`config.mk`:
```
export PLATFORM = sky130hd
export DESIGN_NAME = crest_factor_detector
export DESIGN_NICKNAME = d
export VERILOG_FILES = /design/src/rtl/cf_pkg.sv /design/src/rtl/cf_window.sv /design/src/rtl/cf_div.sv /design/src/rtl/cf_accum.sv /design/src/rtl/cf_ema.sv /design/src/rtl/cf_thresh.sv /design/src/rtl/crest_factor_detector.sv
export SDC_FILE = /design/constraint.sdc
export NUM_CORES = 1
export LEC_CHECK = 0
export BUFFER_PORTS_ARGS = -buffer_cell sky130_fd_sc_hd__buf_2
export CORE_MARGIN = 3
export CORE_UTILIZATION = 25
export DETAILED_ROUTE_END_ITERATION = 10
export GPL_TIMING_DRIVEN = 0
export PLACE_DENSITY = 0.42
export SLEW_MARGIN = 5
export SYNTH_ARGS = -nofsm -noshare
export SYNTH_HDL_FRONTEND = slang
export SYNTH_SLANG_ARGS = --single-unit
```
`constraint.sdc`:
```
create_clock -name clk -period 49.1 [get_ports clk]
set_clock_uncertainty 0.05 [all_clocks]
set_input_delay 7.365 -clock clk [delete_from_list [all_inputs] [get_ports clk]]
set_output_delay 7.365 -clock clk [all_outputs]
set_load 0.02 [all_outputs]
```
`src/rtl/cf_pkg.sv`:
```
package cf_pkg;

   typedef enum logic [1:0] {
      WIN_IDLE  = 2'd0,
      WIN_BLANK = 2'd1,
      WIN_OPEN  = 2'd2
   } win_state_t;

   function automatic int thr_width(input int avg_w, input int mult);
      return avg_w + $clog2(mult + 1);
   endfunction

endpackage

```
`src/rtl/cf_window.sv`:
```
module cf_window
   import cf_pkg::*;
#(
   parameter int BLANK_CYC = 50
) (
   input  logic clk,
   input  logic rst_n,
   input  logic lo_on,
   output logic win_o,
   output logic cyc_end_o
);

   localparam int CNT_W = $clog2(BLANK_CYC + 1);

   if (BLANK_CYC < 1) begin : g_chk_blank
      $error("cf_window: BLANK_CYC must be at least 1");
   end

   win_state_t       state_q;
   logic [CNT_W-1:0] cnt_q;

   always_ff @(posedge clk) begin
      if (!rst_n) begin
         state_q <= WIN_IDLE;
         cnt_q   <= '0;
      end else if (!lo_on) begin
         state_q <= WIN_IDLE;
         cnt_q   <= '0;
      end else begin
         case (state_q)
            WIN_IDLE: begin
               if (BLANK_CYC == 1) state_q <= WIN_OPEN;
               else                state_q <= WIN_BLANK;
               cnt_q <= CNT_W'(BLANK_CYC - 1);
            end
            WIN_BLANK: begin
               if (cnt_q == CNT_W'(1)) state_q <= WIN_OPEN;
               else                    cnt_q   <= cnt_q - CNT_W'(1);
            end
            default: state_q <= WIN_OPEN;
         endcase
      end
   end

   assign win_o     = lo_on && (state_q == WIN_OPEN);
   assign cyc_end_o = !lo_on && (state_q != WIN_IDLE);

   AST_BLANK_AT_RISE: assert property (@(posedge clk) disable iff (!rst_n)
      $rose(lo_on) |-> !win_o);
   AST_END_AFTER_HIGH: assert property (@(posedge clk) disable iff (!rst_n)
      cyc_end_o |-> $past(lo_on));

endmodule

```
`src/rtl/cf_div.sv`:
```
module cf_div #(
   parameter int NUM_W = 18,
   parameter int DEN_W = 8
) (
   input  logic [NUM_W-1:0] num_i,
   input  logic [DEN_W-1:0] den_i,
   output logic [NUM_W-1:0] quo_o
);

   if (NUM_W < 2 || DEN_W < 1) begin : g_chk_w
      $error("cf_div: operand widths too small");
   end

   logic [NUM_W-1:0][DEN_W-1:0] rem;
   assign rem[0] = '0;

   for (genvar k = 0; k < NUM_W; k++) begin : g_stage
      logic [DEN_W:0] trial;
      logic           take;
      assign trial = {rem[k], num_i[NUM_W-1-k]};
      assign take  = (trial >= {1'b0, den_i});
      assign quo_o[NUM_W-1-k] = take;
      if (k < NUM_W - 1) begin : g_next
         logic [DEN_W-1:0] diff;
         assign diff       = trial[DEN_W-1:0] - den_i;
         assign rem[k+1]   = take ? diff : trial[DEN_W-1:0];
      end
   end

endmodule

```
`src/rtl/cf_accum.sv`:
```
module cf_accum #(
   parameter int SMP_W   = 10,
   parameter int MAX_SMP = 255
) (
   input  logic             clk,
   input  logic             rst_n,
   input  logic             qual_i,
   input  logic [SMP_W-1:0] smp_i,
   input  logic             cyc_end_i,
   output logic             upd_o,
   output logic [SMP_W-1:0] mean_o
);

   localparam int CNT_W = $clog2(MAX_SMP + 1);
   localparam int SUM_W = SMP_W + CNT_W;

   if (MAX_SMP < 2) begin : g_chk_max
      $error("cf_accum: MAX_SMP must be at least 2");
   end

   logic [SUM_W-1:0] sum_q;
   logic [CNT_W-1:0] cnt_q;
   logic [SUM_W-1:0] quo;

   always_ff @(posedge clk) begin
      if (!rst_n || cyc_end_i) begin
         sum_q <= '0;
         cnt_q <= '0;
      end else if (qual_i && (cnt_q != CNT_W'(MAX_SMP))) begin
         sum_q <= sum_q + SUM_W'(smp_i);
         cnt_q <= cnt_q + CNT_W'(1);
      end
   end

   cf_div #(.NUM_W(SUM_W), .DEN_W(CNT_W)) u_div (
      .num_i (sum_q),
      .den_i (cnt_q),
      .quo_o (quo)
   );

   assign upd_o  = cyc_end_i && (cnt_q != '0);
   assign mean_o = quo[SMP_W-1:0];

   AST_MEAN_FITS: assert property (@(posedge clk) disable iff (!rst_n)
      upd_o |-> (quo[SUM_W-1:SMP_W] == '0));
   AST_CNT_CAP: assert property (@(posedge clk) disable iff (!rst_n)
      (cnt_q == CNT_W'(MAX_SMP)) |=> (cnt_q == CNT_W'(MAX_SMP)) || $past(cyc_end_i));

endmodule

```
`src/rtl/cf_ema.sv`:
```
module cf_ema #(
   parameter int SMP_W     = 10,
   parameter int EMA_SHIFT = 4,
   parameter int FILL_CYC  = 16
) (
   input  logic             clk,
   input  logic             rst_n,
   input  logic             upd_i,
   input  logic [SMP_W-1:0] mean_i,
   input  logic             arm_i,
   output logic [SMP_W-1:0] avg_o,
   output logic             filled_o
);

   localparam int ACC_W  = SMP_W + EMA_SHIFT;
   localparam int NX_W   = ACC_W + 1;
   localparam int FILL_W = $clog2(FILL_CYC + 1);

   if (EMA_SHIFT < 1 || FILL_CYC < 1) begin : g_chk_ema
      $error("cf_ema: EMA_SHIFT and FILL_CYC must be at least 1");
   end

   logic [ACC_W-1:0]  acc_q;
   logic [NX_W-1:0]   acc_nx;
   logic [FILL_W-1:0] fill_q;

   assign acc_nx = {1'b0, acc_q} - NX_W'(acc_q >> EMA_SHIFT) + NX_W'(mean_i);

   always_ff @(posedge clk) begin
      if (!rst_n) begin
         acc_q <= '0;
      end else if (upd_i) begin
         acc_q <= acc_nx[ACC_W-1:0];
      end
   end

   always_ff @(posedge clk) begin
      if (!rst_n || !arm_i) begin
         fill_q <= '0;
      end else if (upd_i && (fill_q != FILL_W'(FILL_CYC))) begin
         fill_q <= fill_q + FILL_W'(1);
      end
   end

   assign avg_o    = acc_q[ACC_W-1:EMA_SHIFT];
   assign filled_o = (fill_q == FILL_W'(FILL_CYC));

   AST_ACC_NO_WRAP: assert property (@(posedge clk) disable iff (!rst_n)
      upd_i |-> !acc_nx[ACC_W]);
   AST_AVG_HOLD: assert property (@(posedge clk) disable iff (!rst_n)
      !upd_i |=> $stable(avg_o));
   AST_FILL_CLEAR: assert property (@(posedge clk) disable iff (!rst_n)
      !arm_i |=> !filled_o);

endmodule

```
`src/rtl/cf_thresh.sv`:
```
module cf_thresh #(
   parameter int AVG_W   = 10,
   parameter int CF_MULT = 5,
   parameter int THR_W   = 13
) (
   input  logic [AVG_W-1:0] avg_i,
   output logic [THR_W-1:0] thr_o
);

   localparam int SH = $clog2(CF_MULT);

   if (CF_MULT < 2) begin : g_chk_mult
      $error("cf_thresh: CF_MULT must be at least 2");
   end
   if (THR_W < AVG_W + SH) begin : g_chk_w
      $error("cf_thresh: THR_W too narrow for the product");
   end

   if (CF_MULT == 5) begin : g_x5
      assign thr_o = (THR_W'(avg_i) << 2) + THR_W'(avg_i);
   end else if ((1 << SH) == CF_MULT) begin : g_pow2
      assign thr_o = THR_W'(avg_i) << SH;
   end else begin : g_mul
      assign thr_o = THR_W'(avg_i) * THR_W'(CF_MULT);
   end

endmodule

```
`src/rtl/crest_factor_detector.sv`:
```
module crest_factor_detector
   import cf_pkg::*;
#(
   parameter int SMP_W     = 10,
   parameter int BLANK_CYC = 50,
   parameter int MAX_SMP   = 255,
   parameter int EMA_SHIFT = 4,
   parameter int FILL_CYC  = 16,
   parameter int CF_MULT   = 5,
   parameter int AVG_LIMIT = 300
) (
   input  logic             clk,
   input  logic             rst_n,
   input  logic             lo_on,
   input  logic             arm_en,
   input  logic             smp_valid,
   input  logic [SMP_W-1:0] smp_data,
   output logic             fault_pulse,
   output logic             avg_over_range
);

   localparam int THR_W = thr_width(SMP_W, CF_MULT);

   if (AVG_LIMIT < 0 || AVG_LIMIT >= (1 << SMP_W)) begin : g_chk_lim
      $error("crest_factor_detector: AVG_LIMIT outside the sample range");
   end

   logic             win;
   logic             cyc_end;
   logic             qual;
   logic             upd;
   logic [SMP_W-1:0] mean;
   logic [SMP_W-1:0] avg;
   logic             filled;
   logic [THR_W-1:0] thr;
   logic             hit;
   logic             fault_q;
   logic             done_q;

   cf_window #(.BLANK_CYC(BLANK_CYC)) u_win (
      .clk       (clk),
      .rst_n     (rst_n),
      .lo_on     (lo_on),
      .win_o     (win),
      .cyc_end_o (cyc_end)
   );

   assign qual = smp_valid && win;

   cf_accum #(.SMP_W(SMP_W), .MAX_SMP(MAX_SMP)) u_acc (
      .clk       (clk),
      .rst_n     (rst_n),
      .qual_i    (qual),
      .smp_i     (smp_data),
      .cyc_end_i (cyc_end),
      .upd_o     (upd),
      .mean_o    (mean)
   );

   cf_ema #(.SMP_W(SMP_W), .EMA_SHIFT(EMA_SHIFT), .FILL_CYC(FILL_CYC)) u_ema (
      .clk      (clk),
      .rst_n    (rst_n),
      .upd_i    (upd),
      .mean_i   (mean),
      .arm_i    (arm_en),
      .avg_o    (avg),
      .filled_o (filled)
   );

   cf_thresh #(.AVG_W(SMP_W), .CF_MULT(CF_MULT), .THR_W(THR_W)) u_thr (
      .avg_i (avg),
      .thr_o (thr)
   );

   assign hit = qual && arm_en && filled && !done_q && (THR_W'(smp_data) > thr);

   always_ff @(posedge clk) begin
      if (!rst_n) begin
         fault_q <= 1'b0;
         done_q  <= 1'b0;
      end else begin
         fault_q <= hit;
         done_q  <= done_q || hit;
      end
   end

   assign fault_pulse    = fault_q;
   assign avg_over_range = (avg > SMP_W'(AVG_LIMIT));

   AST_FAULT_IN_WINDOW: assert property (@(posedge clk) disable iff (!rst_n)
      fault_pulse |-> $past(lo_on) && $past(smp_valid));
   AST_THR_NO_WRAP: assert property (@(posedge clk) disable iff (!rst_n)
      thr >= THR_W'(avg));
   AST_FAULT_ARMED: assert property (@(posedge clk) disable iff (!rst_n)
      fault_pulse |-> $past(arm_en));
   AST_FAULT_FILLED: assert property (@(posedge clk) disable iff (!rst_n)
      fault_pulse |-> $past(filled));
   AST_FAULT_SINGLE: assert property (@(posedge clk) disable iff (!rst_n)
      fault_pulse |=> !fault_pulse);
   AST_FAULT_ONCE: assert property (@(posedge clk) disable iff (!rst_n)
      $past(done_q) |-> !fault_pulse);

endmodule

```
==> results of run 1 <==
metal layers:
metal	vias to the layer above	GRT usage, %	wire length (um)
met5	-	0	0
met4	0	1.558	207
met3	11	0.8888	856
met2	125	23.13	15850
met1	4937	19.86	17800
li1	5412	-	-
worst register-to-register path, delay by kind of cell (launching register included):
family | cells | cell delay, ns
buffers and inverters | 29 | 3.85
AO/OA/AOI/OAI | 123 | 23.77
multiplexers | 13 | 3.99
XOR/XNOR | 1 | 0.13
adder cells (fa/ha/maj) | 20 | 5.88
AND/OR/NAND/NOR | 48 | 7.28
flip-flops | 1 | 0.37
final cells by class:
cell class,count,area [um2],area share (%)
buffer,20,111.4,0.8500
inverter,121,460.4,3.514
multi-input combinational,1264,10130,77.32
clock buffer,5,125.1,0.9550
clock inverter,2,16.27,0.1242
tap,600,750.7,5.730
timing repair buffer,56,399.1,3.047
sequential,55,1109,8.461
per-stage QoR:
| step | util [%] | area [um2] | cells | hold slack [ns] | setup WS [ns] |
|---|---|---|---|---|---|
| after detailed placement | 27.29 | 12410 | 2077 | 0.4080 | -2.278 |
| after floorplan | - | 11550 | 1460 | 0.3769 | 5.578 |
| after global placement | 27.21 | 12370 | 2075 | 0.4112 | -3.913 |
| final | 28.81 | 13100 | 2123 | 0.4269 | 3.683 |
| after global routing | 28.81 | 13100 | 2123 | 0.4711 | -0.1031 |
| after CTS | 27.80 | 12640 | 2089 | 0.4303 | 0.03826 |
state kept, by name, summed over array words and instances (netlist names):
register	count
u_win.cnt_q	6
u_acc.sum_q	18
u_acc.cnt_q	8
done_q	1
u_ema.acc_q	14
u_ema.fill_q	5
u_win.state_q	2
fault_pulse	1
layout by cell type, fill, tap and decap left out, types with 8 or more instances in the layout:
master	n
a21o_1	65
a21oi_1	100
a31oi_1	8
and2_1	10
and3_1	13
buf_2	16
buf_4	40
clkbuf_1	12
dfxtp_1	53
fa_1	28
ha_1	188
inv_1	116
mux2_2	35
mux2_4	9
mux2i_1	27
nand2_1	82
nand2b_1	39
nand3_1	22
nand4_1	24
nor2_1	120
nor2b_1	54
nor3_1	25
o211ai_1	10
o21a_1	14
o21ai_0	62
o21ai_1	16
o21bai_1	22
o31ai_1	13
xnor2_1	80
xor2_1	49
what timing repair did:
action | 4_1_cts | 5_1_grt
cloned | 0 | 0
setup endpoints to repair | 14 | 14
buffers inserted | 5 | 34
resized for setup | 14 | 66
pin swaps | 1 | 14
worst max-delay path by stage:
stage,slack [ns],endpoint
finish,3.68,u_ema.acc_q[12]$_SDFFE_PN0P_
global route,-0.10,u_ema.acc_q[12]$_SDFFE_PN0P_
CTS,0.04,u_ema.acc_q[12]$_SDFFE_PN0P_
detailed placement,-2.28,u_ema.acc_q[12]$_SDFFE_PN0P_
global placement,-3.91,u_ema.acc_q[12]$_SDFFE_PN0P_
floorplan,5.58,u_ema.acc_q[12]$_SDFFE_PN0P_
logic make-up (layout without fill, tap and decap cells):
kind of cell / after synthesis / count (layout)
xor+xnor: 129 / 129
fa+ha+maj: 217 / 217
compound gates: 411 / 411
buf+inv: 141 / 204
flops: 55 / 55
simple gates: 432 / 432
mux: 75 / 75
==> impl_metrics.py, run 1 <==
metrics = {
    "critical_path": {
        "arrival_ns": 45.60,
        "number_of_cells_on_the_worst_reg_to_reg_path": 234,
        "worst_ep_required_time_ns": 49.29,
        "worst_r2r_startpoint": "u_acc.cnt_q[1]$_SDFFE_PP0P_",
        "max_stage_delay_ns": 0.50,
        "most_repeated_library_cell_on_the_critical_path": "a21o_1",
        "setup.worst_path.class": "register to register",
        "crit_slowest_cell": "or4_1",
        "cp_max_fo": 12,
        "startpoint_type": "register",
        "worst_r2r_endpoint": "u_ema.acc_q[12]$_SDFFE_PN0P_",
        "worstSetupPathDepth": 234,
        "cp_num_buf_inv": 29,
        "delay_heaviest_family_cp": "compound AO/OA/AOI/OAI gates",
        "critPathLaunch": "u_acc.cnt_q[1]$_SDFFE_PP0P_",
        "worst_setup_path_end_kind": "register",
        "worst-r2r-setup-slack_ns": 3.68,
    },
    "yosys": {
        "ys_types": 82,
        "syn_nets": 1692,
        "ys_seq_area_share_pct": 9.534,
        "synth.largest_area_cell": "ha_1",
        "postSynthAreaPerCell_um2": 7.910,
        "postSynth.asyncResetShare_pct": 0,
        "commonest_cells_in_the_netlist": "ha_1 (189), nor2_1 (122), inv_1 (117), a21oi_1 (107), nand2_1 (83)",
        "synth-seq-cells": 55,
        "largest_family_of_logic_cells_by_synthesized_area": "adder cells",
        "syn_area_um2": 11550,
        "synth_enable_flop_cells": 0,
        "synth_xor_xnor_area_share_pct": 9.783,
        "post_synth_mux_area_share_pct": 7.237,
        "ys_warn_count": 0,
        "post_synth_and_or_nand_nor_area_fraction_pct": 19.19,
        "fraction_of_the_mapped_netlist_area_in_adder_cells_pct": 25.33,
        "synth_flop_cell": "dfxtp_1",
        "synth-compound-area-share_pct": 24.16,
        "yosys-top-cells-area": "ha_1 (20%), dfxtp_1 (9.5%), xnor2_1 (6.1%), fa_1 (4.9%), a21oi_1 (4.6%)",
        "synth_top_cell_area_share_pct": 20.48,
        "yosys.cell_count.top_type": "ha_1",
        "synthesis.instances": 1460,
    },
    "sta": {
        "tightestPinTransition_ns": 1.300,
        "achievable-frequency_mhz": 22.02,
        "finalSetupTns_ns": 0,
        "final_worst_path_cycle_share_pct": 92.50,
        "timing.final.crit_period_ns": 45.42,
        "hold_violations": 0,
        "finalMaxSlewViolations": 0,
        "setup_viol": 0,
        "max_slew_margin_pct": 13.23,
    },
    "layout": {
        "count_of_nets_after_finishing": 1755,
        "post_route_cells_drive_above_1_share_pct": 12.34,
        "num-fill-cells": 4949,
        "n_antenna_cell": 0,
        "area_added_between_synthesis_and_finish_pct": 13.45,
    },
    "global_route": {
        "number_of_antenna_violations_at_the_first_check_in_global_routing": 0,
        "first_pass_grt_wire_length_um": 55330,
        "maximum_number_of_pins_on_one_net_before_global_route_repair": 23,
        "grt_remaining_overflow": 0,
        "grt_usage_pct": 13.73,
        "vias_in_the_first_global_route": 10130,
    },
    "cts": {
        "clock_tree.htree_level_count": 2,
        "clock_tree.root_cell": "clkbuf_16",
        "clock_tree.buffer_depth": 2,
        "cts_buffers": 5,
        "cts_tree": "built",
        "postCtsHoldBufs": 0,
        "clkLatencyLatePin_ns": 0.30,
        "register_clock_pin_slew_on_the_reported_worst_setup_and_hold_paths_ns": 0.08,
        "cts.sinks": 55,
    },
    "floorplanning": {
        "design.core.area_um2": 45480,
        "die_h_um": 220.9,
        "floorplan.die_area_um2": 48810,
        "io_pins": 17,
        "floorplan.die.width_um": 220.9,
        "num_rows": 78,
        "initial_utilization_pct": 25.39,
    },
    "routing": {
        "ant_nets": 0,
        "drt_wl_total_um": 34710,
        "via_per_inst": 4.939,
        "first_iter_violations": 526,
        "drc_errors": 0,
        "dr.pass1.iters": 5,
        "vias": 10485,
        "detail_route.wl_per_cell_um": 16.35,
    },
    "place": {
        "dp.final_hpwl_um": 27340,
        "port-buffer-count": 15,
        "gp_congestion": 0.8026,
    },
    "min_path": {
        "timing.hold.worst_path_depth": 1,
        "worst_hold_path_type": "register to register",
        "startpoint_of_the_most_critical_hold_path": "done_q$_SDFF_PN0_",
        "timing.hold.worst_endpoint": "done_q$_SDFF_PN0_",
    },
    "run": {
        "timing.max_cap.violations": 0,
    },
    "status": {
        "result_of_the_run": "finished clean",
    },
}
Power of run 1 is not shown: default switching activity piles up to over one toggle a cycle in this logic, so the estimate is an artifact.
==> inputs of run 2 (changes only) <==
Settings changed: CELL_PAD_IN_SITES_DETAIL_PLACEMENT set to 1, CELL_PAD_IN_SITES_GLOBAL_PLACEMENT set to 2, CORE_UTILIZATION 25 to 36, PLACE_DENSITY 0.42 to 0.81.
Clock period 49.1 ns to 39 ns, I/O delays scaled along.
==> run 2 against run 1 <==
Effect of this change: the flow now finishes with violations (setup timing); maximum frequency up 9.9%; core utilization up 25 points; global-route usage up 13 points; non-clock buffer count up 297; critical path depth down 12; wire length up 53%; die area down 30%; register-to-register slack worse by 6.0 ns; worst setup slack worse by 6.0 ns; via count up 28%; final cell count up 4.5%.
==> impl_metrics.py, run 2 (same netlist as run 1, synthesis figures left out) <==
metrics = {
    "global_route": {
        "first_pass_grt_wire_length_um": 74100,
        "grt_usage_pct": 26.92,
        "vias_in_the_first_global_route": 13905,
        "number_of_antenna_violations_at_the_first_check_in_global_routing": 0,
        "grt_remaining_overflow": 0,
        "maximum_number_of_pins_on_one_net_before_global_route_repair": 20,
    },
    "cts": {
        "cts.sinks": 55,
        "clock_tree.buffer_depth": 2,
        "register_clock_pin_slew_on_the_reported_worst_setup_and_hold_paths_ns": 0.07,
        "cts_tree": "built",
        "clock_tree.htree_level_count": 2,
        "clock_tree.root_cell": "clkbuf_16",
        "clkLatencyLatePin_ns": 0.30,
        "cts_buffers": 5,
    },
    "sta": {
        "timing.final.crit_period_ns": 41.33,
        "finalMaxSlewViolations": 0,
        "finalSetupTns_ns": -21.61,
        "achievable-frequency_mhz": 24.19,
        "hold_violations": 0,
        "hold_ws_ns": 0.4203,
        "setup_viol": 14,
        "setup_ws_ns": -2.331,
        "tightestPinTransition_ns": 1.457,
        "max_slew_margin_pct": 2.756,
        "unrepaired_setup_endpoints_after_global_routing": "yes",
        "final_worst_path_cycle_share_pct": 106.0,
    },
    "floorplanning": {
        "initial_utilization_pct": 37.17,
        "floorplan.die_area_um2": 34260,
        "floorplan.die.width_um": 185.1,
        "num_rows": 64,
        "io_pins": 17,
        "die_h_um": 185.1,
        "design.core.area_um2": 31070,
    },
    "layout": {
        "count_of_nets_after_finishing": 2053,
        "layout_top_registers": "u_acc.sum_q: 18 flops, u_ema.acc_q: 14 flops, u_acc.cnt_q: 8 flops",
        "mostFrequentLayoutCells": "buf_4 (326), ha_1 (142), nor2_1 (112)",
        "n_antenna_cell": 0,
        "post_route_cells_drive_above_1_share_pct": 38.25,
        "registers.top_by_ff_count": "u_acc.sum_q",
        "final_common_cell": "buf_4",
        "num-fill-cells": 3652,
        "layout.cells.non_filler": 2218,
        "area_added_between_synthesis_and_finish_pct": 45.99,
        "largest_register_ff_count": 18,
    },
    "critical_path": {
        "startpoint_type": "register",
        "arrival_ns": 41.52,
        "cp_num_buf_inv": 25,
        "most_repeated_library_cell_on_the_critical_path": "a21o_1",
        "max_stage_delay_ns": 1.04,
        "worst_setup_path_end_kind": "register",
        "delay_heaviest_family_cp": "compound AO/OA/AOI/OAI gates",
        "crit_slowest_cell": "inv_1",
        "setup.worst_path.class": "register to register",
        "worst_ep_required_time_ns": 39.19,
        "cp_max_fo": 18,
    },
    "routing": {
        "drc_errors": 0,
        "via_per_inst": 6.046,
        "drt_wl_total_um": 53170,
        "dr.pass1.iters": 5,
        "vias": 13410,
        "detail_route.wl_per_cell_um": 23.97,
        "ant_nets": 0,
        "first_iter_violations": 769,
    },
    "min_path": {
        "worst_hold_path_type": "register to register",
    },
    "run": {
        "timing.max_cap.violations": 0,
    },
    "status": {
        "violated_checks": "setup timing",
        "result_of_the_run": "finished with violations",
    },
    "place": {
        "gp_congestion": 0.8348,
        "dp.cells": 1872,
        "pre_cts_slack_ns": -7.993,
        "dp.final_hpwl_um": 28960,
        "port-buffer-count": 15,
    },
}
==> run 2: final cells by class <==
class	instances	area (um2)	share of cell area (%)
Inverter	121	496.7	2.946
Timing Repair Buffer	356	2708	16.06
Tap cell	396	495.5	2.939
Timing Repair inverter	1	6.256	0.03711
Multi-Input combinational cell	1264	11740	69.64
Sequential cell	55	1111	6.590
Clock inverter	2	38.79	0.2301
Clock buffer	6	128.9	0.7644
Buffer	17	133.9	0.7941
==> run 2: what timing repair did <==
item                       CTS  global route
buffers inserted           288            64
pin swaps                  174           168
gates cloned                 1             0
hold buffers                 0             0
resized for setup          190           106
setup endpoints to repair   14            14
==> run 2: through the flow <==
step           instance area [um2]  utilization, %
2_1_floorplan                11980               -
5_1_grt                      16860           54.26
4_1_cts                      15830           50.93
6_report                     16860           54.26
3_3_place_gp                 12550           40.38
3_5_place_dp                 12560           40.42
==> run 2: routing by layer <==
| layer | wire (um) | vias up | GRT usage [%] |
|---|---|---|---|
| met2 | 26050 | 503 | 49.21 |
| met3 | 2703 | 234 | 4.124 |
| met1 | 21340 | 6660 | 32.28 |
| li1 | - | 6013 | - |
| met4 | 3073 | 0 | 8.463 |
| met5 | 0 | - | 0 |
==> run 2: final timing paths <==
path,from,to,slack (ns),depth (start not counted)
worst max-delay path,u_acc.cnt_q[6]$_SDFFE_PP0P_,u_ema.acc_q[12]$_SDFFE_PN0P_,-2.33,222
worst min-delay path,done_q$_SDFF_PN0_,done_q$_SDFF_PN0_,0.42,1
worst max register to register,u_acc.cnt_q[6]$_SDFFE_PP0P_,u_ema.acc_q[12]$_SDFFE_PN0P_,-2.33,222
worst min register to register,done_q$_SDFF_PN0_,done_q$_SDFF_PN0_,0.42,1
Power of run 2 is left out for the same reason.
==> inputs of run 3 (changes only) <==
Settings changed: ABC_AREA set to 1, CORE_UTILIZATION 36 to 34, PLACE_DENSITY 0.81 to 0.83, RECOVER_POWER set to 50.
==> run 3 against run 2 <==
Effect of this change: the run now ends clean; worst hold slack worse by 0.0051 ns; critical path type unchanged; largest cell class unchanged; wire length down 35%; worst setup slack improved by 5.5 ns; register-to-register slack improved by 5.5 ns; synthesized cell count is 20% higher.
==> impl_metrics.py, run 3 <==
metrics = {
    "place": {
        "pre_cts_slack_ns": -1.617,
        "dp.final_hpwl_um": 27830,
        "gp_congestion": 0.8202,
        "port-buffer-count": 16,
    },
    "global_route": {
        "grtUsageMet1_pct": 26.63,
        "first_pass_grt_wire_length_um": 56780,
        "vias_in_the_first_global_route": 11545,
        "number_of_antenna_violations_at_the_first_check_in_global_routing": 1,
        "grt_remaining_overflow": 0,
        "grt_met3_usage_pct": 0.8292,
        "busiest_layer": "met2",
        "grt_util_met2_pct": 32.99,
        "maximum_number_of_pins_on_one_net_before_global_route_repair": 24,
        "grt_usage_pct": 18.89,
    },
    "cts": {
        "cts_tree": "built",
        "cts.sinks": 55,
        "clock_tree.htree_level_count": 2,
        "register_clock_pin_slew_on_the_reported_worst_setup_and_hold_paths_ns": 0.09,
        "cts_buffers": 5,
        "clkLatencyLatePin_ns": 0.31,
        "clock_tree.buffer_depth": 2,
        "postCtsHoldBufs": 0,
        "clock_tree.root_cell": "clkbuf_16",
    },
    "layout": {
        "area_added_between_synthesis_and_finish_pct": 11.31,
        "mostFrequentLayoutCells": "nand2_1 (336), inv_1 (317), ha_1 (183)",
        "layout_top_registers": "u_acc.sum_q: 18 flops, u_ema.acc_q: 14 flops, u_acc.cnt_q: 8 flops",
        "final_common_cell": "nand2_1",
        "largest_register_ff_count": 18,
        "n_antenna_cell": 0,
        "count_of_nets_after_finishing": 2031,
        "post_route_cells_drive_above_1_share_pct": 12.28,
        "registers.top_by_ff_count": "u_acc.sum_q",
    },
    "yosys": {
        "ys_types": 48,
        "synth_enable_flop_cells": 0,
        "yosys.cell_count.top_type": "nand2_1",
        "synthesis.instances": 1750,
        "synth_top_cell_area_share_pct": 20.52,
        "ys_seq_area_share_pct": 9.554,
        "synth-seq-cells": 55,
        "syn_nets": 1982,
        "synth.largest_area_cell": "ha_1",
        "postSynth.asyncResetShare_pct": 0,
        "syn_area_um2": 11520,
        "ys_warn_count": 0,
        "commonest_cells_in_the_netlist": "nand2_1 (339), inv_1 (321), ha_1 (189), a21oi_1 (156), o21ai_0 (103)",
        "yosys-top-cells-area": "ha_1 (21%), nand2_1 (11%), inv_1 (10%), dfxtp_1 (9.6%), a21oi_1 (6.8%)",
        "postSynthAreaPerCell_um2": 6.586,
        "synth_flop_cell": "dfxtp_1",
    },
    "routing": {
        "first_iter_violations": 321,
        "via_per_inst": 5.011,
        "drt_wl_total_um": 34310,
        "ant_nets": 0,
        "dr.pass1.iters": 4,
        "drc_errors": 0,
        "detail_route.wl_per_cell_um": 15.30,
        "vias": 11234,
    },
    "sta": {
        "final_worst_path_cycle_share_pct": 91.78,
        "hold_ws_ns": 0.4152,
        "timing.final.crit_period_ns": 35.79,
        "achievable-frequency_mhz": 27.94,
        "hold_violations": 0,
        "setup_ws_ns": 3.207,
        "tightestPinTransition_ns": 1.191,
        "max_slew_margin_pct": 20.50,
        "setup_viol": 0,
        "finalMaxSlewViolations": 0,
    },
    "critical_path": {
        "worst_setup_path_endpoint": "u_ema.acc_q[12]$_SDFFE_PN0P_",
        "arrival_ns": 35.96,
        "max_stage_delay_ns": 0.62,
        "startpoint_type": "register",
        "crit_slowest_cell": "clkinvlp_4",
        "worst_setup_path_end_kind": "register",
        "number_of_cells_on_the_worst_reg_to_reg_path": 256,
        "setup.worst_path.class": "register to register",
        "cp_max_fo": 17,
        "most_repeated_library_cell_on_the_critical_path": "nand2_1",
        "worst_r2r_startpoint": "u_acc.cnt_q[5]$_SDFFE_PP0P_",
        "critPathLaunch": "u_acc.cnt_q[5]$_SDFFE_PP0P_",
        "worst_r2r_endpoint": "u_ema.acc_q[12]$_SDFFE_PN0P_",
        "worst-r2r-setup-slack_ns": 3.21,
        "worst_ep_required_time_ns": 39.16,
    },
    "min_path": {
        "worst_hold_path_type": "register to register",
    },
    "status": {
        "result_of_the_run": "finished clean",
    },
    "run": {
        "timing.max_cap.violations": 0,
    },
    "floorplanning": {
        "io_pins": 17,
        "num_rows": 66,
        "die_h_um": 190.1,
        "floorplan.die_area_um2": 36140,
        "initial_utilization_pct": 34.98,
        "design.core.area_um2": 32950,
        "floorplan.die.width_um": 190.1,
    },
}
## run 3: cell types whose count changed after synthesis, moves of 49 or more
cell | previous run | this run
nand2_1 | 83 | 339
inv_1 | 117 | 321
a21o_1 | 65 | 2
nor2b_1 | 55 | 0
nand3_1 | 22 | 72
a21oi_1 | 107 | 156
xnor2_1 | 80 | 31
## run 3: cell families (layout without fill, tap and decap cells)
family,after synthesis,count (layout),share of synthesized area [%]
XOR/XNOR,107,107,8.132
buffers and inverters,361,411,12.56
flip-flops,55,55,9.554
AO/OA/AOI/OAI,367,367,17.95
adder cells (fa/ha/maj),217,217,25.38
AND/OR/NAND/NOR,643,643,26.43
## run 3: layout make-up
type	count	area [um2]
clock inverters	3	31.28
plain buffers	23	187.7
inverters	338	1289
well taps	442	553.0
flip-flops and latches	55	1109
clock buffers	5	125.1
repair buffers	42	275.3
fillers	4326	20120
multi-input cells	1334	9259
## run 3: metal layers
layer	routed length, um	up-vias
met2	16010	57
li1	-	5821
met1	17220	5337
met3	856	17
met5	13	-
met4	208	2
## run 3: critical path, delay by kind of cell, from the launching register on
| family | cells | cell delay [ns] |
|---|---|---|
| AO/OA/AOI/OAI | 91 | 13.17 |
| XOR/XNOR | 1 | 0.16 |
| adder cells (fa/ha/maj) | 19 | 6.26 |
| buffers and inverters | 50 | 5.95 |
| flip-flops | 1 | 0.44 |
| AND/OR/NAND/NOR | 95 | 9.56 |
## run 3: worst min-delay path by stage
stage	startpoint	to	slack (ns)	depth (start not counted)
detailed placement	done_q$_SDFF_PN0_	done_q$_SDFF_PN0_	0.40	2
finish	u_ema.acc_q[0]$_SDFFE_PN0P_	u_ema.acc_q[0]$_SDFFE_PN0P_	0.42	2
floorplan	done_q$_SDFF_PN0_	done_q$_SDFF_PN0_	0.38	2
global route	u_ema.acc_q[0]$_SDFFE_PN0P_	u_ema.acc_q[0]$_SDFFE_PN0P_	0.45	2
CTS	u_ema.acc_q[0]$_SDFFE_PN0P_	u_ema.acc_q[0]$_SDFFE_PN0P_	0.42	2
global placement	u_ema.acc_q[0]$_SDFFE_PN0P_	u_ema.acc_q[0]$_SDFFE_PN0P_	0.40	2
## run 3: metrics by stage
step | cell area [um2] | setup TNS (ns) | utilization [%] | instances
finish | 12830 | 0 | 38.93 | 2242
global route | 12830 | -0.9687 | 38.93 | 2242
CTS | 12350 | 0 | 37.49 | 2217
detailed placement | 12160 | -10.30 | 36.90 | 2208
global placement | 12160 | -8.008 | 36.90 | 2208
floorplan | 11520 | 0 | - | 1750
## run 3: timing repair
item | in CTS | in global routing
gates resized for setup | 12 | 99
pin swaps | 0 | 24
setup endpoints to repair | 13 | 14
buffers inserted | 1 | 25
Power of run 3 is left out for the same reason.
